[config.mk]
export PLATFORM = sky130hd
export DESIGN_NAME = lane7_serializer
export DESIGN_NICKNAME = d
export VERILOG_FILES = /design/src/rtl/lane7_serializer.sv
export SDC_FILE = /design/constraint.sdc
export NUM_CORES = 1
export LEC_CHECK = 0
export ABC_AREA = 1
export BUFFER_PORTS_ARGS = -buffer_cell sky130_fd_sc_hd__buf_2
export CELL_PAD_IN_SITES_DETAIL_PLACEMENT = 0
export CELL_PAD_IN_SITES_GLOBAL_PLACEMENT = 1
export CORE_MARGIN = 4
export CORE_UTILIZATION = 26
export CTS_BUF_LIST = sky130_fd_sc_hd__clkbuf_8
export CTS_CLUSTER_SIZE = 30
export DETAILED_ROUTE_END_ITERATION = 7
export PLACE_DENSITY_LB_ADDON = 0.08
export RECOVER_POWER = 25
export SLEW_MARGIN = 20
export SYNTH_ARGS = -nofsm -noshare
export SYNTH_HDL_FRONTEND = slang
export SYNTH_SLANG_ARGS = --single-unit
[constraint.sdc]
create_clock -name bit_clk -period 1.9 [get_ports bit_clk]
set_clock_uncertainty 0.05 [all_clocks]
set_input_delay 0.285 -clock bit_clk [delete_from_list [all_inputs] [get_ports bit_clk]]
set_output_delay 0.285 -clock bit_clk [all_outputs]
set_load 0.01 [all_outputs]
[src/rtl/lane7_serializer.sv]
module lane7_serializer #(
  parameter int LANES = 3,
  parameter int SLOTS = 7,
  parameter logic [SLOTS-1:0] FCLK_PATTERN = 7'b1100011,
  parameter int LOCK_CYCLES = 5250000
) (
  input  logic                   bit_clk,
  input  logic                   pd_n,
  input  logic                   load,
  input  logic [LANES*SLOTS-1:0] par_in,
  output logic [LANES-1:0]       lane_out,
  output logic                   fclk_out,
  output logic                   drv_en
);

  localparam int WORD_W = LANES * SLOTS;
  localparam int CNT_W  = $clog2(LOCK_CYCLES + 1);
  localparam logic [CNT_W-1:0] LOCK_LAST = CNT_W'(LOCK_CYCLES);

  logic [WORD_W-1:0] cap_q;
  logic [SLOTS-1:0]  fpat_q;
  logic [CNT_W-1:0]  wait_q;
  logic              locked;

  assign locked = (wait_q == LOCK_LAST);

  always_ff @(posedge bit_clk or negedge pd_n) begin
    if (!pd_n) begin
      cap_q  <= '0;
      fpat_q <= '0;
      wait_q <= '0;
      drv_en <= 1'b0;
    end else begin
      if (load)
        cap_q <= par_in;
      fpat_q <= load ? FCLK_PATTERN : {fpat_q[SLOTS-2:0], 1'b0};
      if (!locked)
        wait_q <= wait_q + 1'b1;
      if (load && locked)
        drv_en <= 1'b1;
    end
  end

  assign fclk_out = drv_en & fpat_q[SLOTS-1];

  for (genvar l = 0; l < LANES; l++) begin : g_lane
    logic [SLOTS-1:0] sh_q;

    always_ff @(posedge bit_clk or negedge pd_n) begin
      if (!pd_n)
        sh_q <= '0;
      else if (load)
        sh_q <= cap_q[l*SLOTS +: SLOTS];
      else
        sh_q <= {sh_q[SLOTS-2:0], 1'b0};
    end

    assign lane_out[l] = drv_en & sh_q[SLOTS-1];
  end

endmodule

; Word-level counts from Yosys, hierarchy flattened
; Index checks and enable logic that the tools add are counted.
; W data, S select, Z words.
[classes]
addsub = 1
muxes = 4
n_eq_ne = 1
n_bitwise = 4
reduce_logical = 1
[op_table]
columns = op, n
row1 = $mux W7, 4
row2 = $add A23 B1 Y23 const B, 1
row3 = $eq A23 B23 Y1 const B, 1
row4 = $and A1 B1 Y1, 4
row5 = $logic_and A1 B1 Y1, 1
[word_totals]
output_inout_bits = 5
inputBits = 24
elab_cells = 18
register_bits = 73

; Logic depth before layout (Yosys ltp)
[depth]
ltp_word = 2
mapped_depth = 7
mapped_depth_nobuf = 7

; Worst setup path before layout
; OpenSTA, ideal clock, no wires.
[synth_timing]
kind = reg-to-reg
from = reg wait_q[0]
to = reg wait_q[14]
n_path_buf = 0
setup_slack_ns = 0.573
setup_time_ns = 0.123
path_stages_with_launch = 6
period_less_slack_ns = 1.327
arrival_time_ns = 1.154
cell_sequence = dfrtp_1 ha_1 nand3_4 nor2_4 nand3_1 xnor2_1
[synth_between]
elab_chain_cells = 1
word_cells_on_any_way = 2
cone_classes = add/sub (1) / eq/ne (1)
[synth_lines]
columns = element, line
row1 = start: declaration, 22  ; logic [CNT_W-1:0] wait_q;
row2 = start signal: assignment, 38  ; wait_q <= wait_q + 1'b1;
row3 = $add A23 B1 Y23 / $eq A23 B23 Y1 (equally long branches), "38, 25"
; Several ways; a longest one is shown, not always the timed one.
; A chain may end at the register's enable or synchronous reset.

; Final worst setup path
; Same ends and word-level chain as after synthesis.

==> out/metrics.csv <==
stage,metric,value,unit
run_status,run_status,finished clean,
layout,num_antenna_cells,0,
route,drtIter0Drc,107,
critical_path,worst_r2r_endpoint,wait_q[14],
critical_path,kind_of_end_point_of_the_critical_path,flop,
sta,final.min_clock_period,1.53,ns
layout,final_util,31.4,%
logic_synthesis,synth.yosys.seq_area_share,58.1,%
sta,rsz0062_at_grt,false,
sta,timing.final.ws_setup,0.366,ns
clock_tree,cts_num_sinks,73,
logic_synthesis,synthDistinctLibCells,20,
layout,instances_no_fill,545,
clock_tree,cts_tree,built,
floorplan,initial_core_util,27.1,%
route,average_detailed_routed_wire_length_per_instance,12.4,um
route,drt_wl_total,6770,um
clock_tree,worst_path_clk_slew,0.08,ns
floorplan,floorplan.die_area,13900,um^2
floorplan,fp-row-count,39,
layout,fin_nets,423,
route,drc_markers,0,
route,dr.pass1.iters,4,
logic_synthesis,yosys_warnings,0,
route,vias,2265,
global_routing,via_count_of_the_first_global_routing_pass,2343,
floorplan,die_h,118,um
layout,syn2layout_area_growth,15.9,%
floorplan,floorplan.die.width,118,um
global_routing,grt_overflow_total,0,
global_routing,gr-usage-all-layers,10.6,%
logic_synthesis,postSynthCellCount,361,
placed_design,place_inst,528,
placed_design,finalWeightedCongestion,0.779,
placed_design,hpwlAfterDp,4670,um
sta,maxSlewHeadroom,39.1,%
sta,number_of_max_slew_violations_in_the_final_report,0,
pwr,vdd_drop_max,0.419,mV
clock_tree,clock_insertion_delay_worst_skew,0.35,ns
layout,n_fill_cell,1267,
critical_path,r2r_start,wait_q[0],
placed_design,worst_case_setup_slack_after_placement,0.383,ns
logic_synthesis,synth.avg_cell_area,8.71,um^2
global_routing,antenna_found_initial,0,
route,final_antenna_net_count,0,
critical_path,critPathLaunchType,flop,
clock_tree,root_buffer,sky130_fd_sc_hd__clkbuf_8,
sta,hold_violation_count_in_the_final_report,0,
clock_tree,ctsResizeCount,0,
logic_synthesis,synth_seq_cells,73,
flow_run,cap_violations,0,
sta,min_period_over_period,80.8,%
floorplan,io-pin-count,29,
logic_synthesis,syn-cell-area,3150,um^2
sta,max_freq,652,MHz
worst_hold_path,worstHoldPathType,primary input to flop,
global_routing,wire_length_of_the_first_global_routing_pass,11500,um
clock_tree,cts_setup_buffers,0,
critical_path,cp.required,2.09,ns
clock_tree,tritoncts_buffers,9,
worst_hold_path,hold_path_depth,3,
pwr,powerDensity,802,nW/um^2
global_routing,grt_max_degree,40,
sta,fin_tns_setup,0,ns
pwr,leakage,1.76,nW
critical_path,reg2reg_path_depth,5,
sta,max_slew.worst_pin.slew,0.914,ns
route,viasPerCell,4.16,
clock_tree,cts_max_path_buffers,2,
layout,post_route_cells_drive_above_1_share,15.4,%
clock_tree,htree_levels,3,
critical_path,worstSetupPathType,flop to flop,
sta,finalSetupViolations,0,
logic_synthesis,synth.net_count,387,
worst_hold_path,holdCritStartpoint,par_in[14],
critical_path,cp.arrival,1.73,ns
critical_path,rrSetupSlack,0.37,ns
layout,final_cell_mix,"114 x sky130_fd_sc_hd__nand2_1, 73 x sky130_fd_sc_hd__dfrtp_1, 45 x sky130_fd_sc_hd__inv_1, 36 x sky130_fd_sc_hd__o21ai_0, 35 x sky130_fd_sc_hd__nor2_1",
placed_design,portBuffers,28,
worst_hold_path,worst_hold_end,cap_q[14],
layout,layout.cells.most_common,sky130_fd_sc_hd__nand2_1,
floorplan,placeableCoreArea,11600,um^2
critical_path,crit_fanout,6,
## power by group
group	total (mW)	leakage (nW)	switching, mW	internal [mW]
clock	1.06	0.0860	0.605	0.459
combinational	0.192	0.754	0.121	0.0711
sequential	1.67	0.918	0.0241	1.64
total	2.92	1.76	0.751	2.17
## worst max-delay path, stage by stage, from the launching register on
cell	delay, ns
sky130_fd_sc_hd__dfrtp_1	0.48
sky130_fd_sc_hd__ha_1	0.32
sky130_fd_sc_hd__nand3_4	0.16
sky130_fd_sc_hd__nor2_4	0.18
sky130_fd_sc_hd__nand3_1	0.11
sky130_fd_sc_hd__xnor2_1	0.13
## area by class of cell
class	instances	area (um^2)	area share (%)
Clock buffer	9	124	3.40
Clock inverter	7	38.8	1.06
Inverter	44	165	4.53
Multi-Input combinational cell	235	1120	30.6
Sequential cell	73	1830	50.1
Tap cell	143	179	4.91
Timing Repair Buffer	34	195	5.35
## cells in the mapped netlist (all sizes together)
| library cell | instances | area [um^2] |
|---|---|---|
| clkbuf | 7 | 26.3 |
| or2 | 3 | 18.8 |
| inv | 44 | 165 |
| nor3 | 1 | 10.0 |
| buf | 2 | 10.0 |
| dfrtp | 73 | 1830 |
| nor2 | 43 | 191 |
| nand4 | 5 | 31.3 |
| xnor2 | 3 | 26.3 |
| o21ai | 36 | 180 |
| nand3 | 10 | 62.6 |
| xor2 | 11 | 96.3 |
| nand2 | 117 | 447 |
| ha | 2 | 25.0 |
| and2 | 1 | 6.26 |
| nand3b | 3 | 22.5 |
## worst max-delay path by stage
stage               from          to  slack, ns  depth (start not counted)
2_1_floorplan  wait_q[0]  wait_q[14]       0.57                          5
3_3_place_gp   wait_q[0]   wait_q[1]       0.44                          7
3_5_place_dp   wait_q[0]  wait_q[14]       0.38                          5
4_1_cts        wait_q[0]  wait_q[14]       0.36                          5
5_1_grt        wait_q[0]  wait_q[16]       0.23                          6
6_report       wait_q[0]  wait_q[14]       0.37                          5
## registers in the layout, indices dropped and copies added (netlist names)
name and cells:
drv_en 1, g_lane.sh_q 21, cap_q 21, wait_q 23, fpat_q 7
## through the flow
stage | total power, mW | hold WS (ns) | cell area (um^2)
floorplan | 1.80 | -0.0606 | 3150
global placement | 1.90 | 0.175 | 3480
detailed placement | 1.90 | 0.174 | 3480
CTS | 2.99 | 0.0501 | 3650
global route | 3.09 | 0.0521 | 3650
finish | 2.92 | 0.0741 | 3650
## cells by family (layout without fill, tap and decap cells)
family | after synthesis | after routing | synth area share [%]
XOR/XNOR | 14 | 14 | 3.90
AO/OA/AOI/OAI | 36 | 36 | 5.73
buffers and inverters | 53 | 94 | 6.40
flip-flops | 73 | 73 | 58.1
AND/OR/NAND/NOR | 183 | 183 | 25.1
adder cells (fa/ha/maj) | 2 | 2 | 0.795
## routing by layer
metal | track usage, % | vias up | share of wire (%)
li1 | - | 1170 | -
met1 | 13.1 | 1052 | 48
met2 | 16.8 | 30 | 46
met3 | 2.50 | 13 | 2.9
met4 | 6.45 | 0 | 3.1
met5 | 0 | - | 0
## what timing repair did
| action | 4_1_cts | 5_1_grt |
|---|---|---|
| hold buffers | 1 | 0 |
| setup endpoints to repair | 0 | 0 |
| hold endpoints to repair | 20 | 0 |
Power figures use the tool's default switching activity.
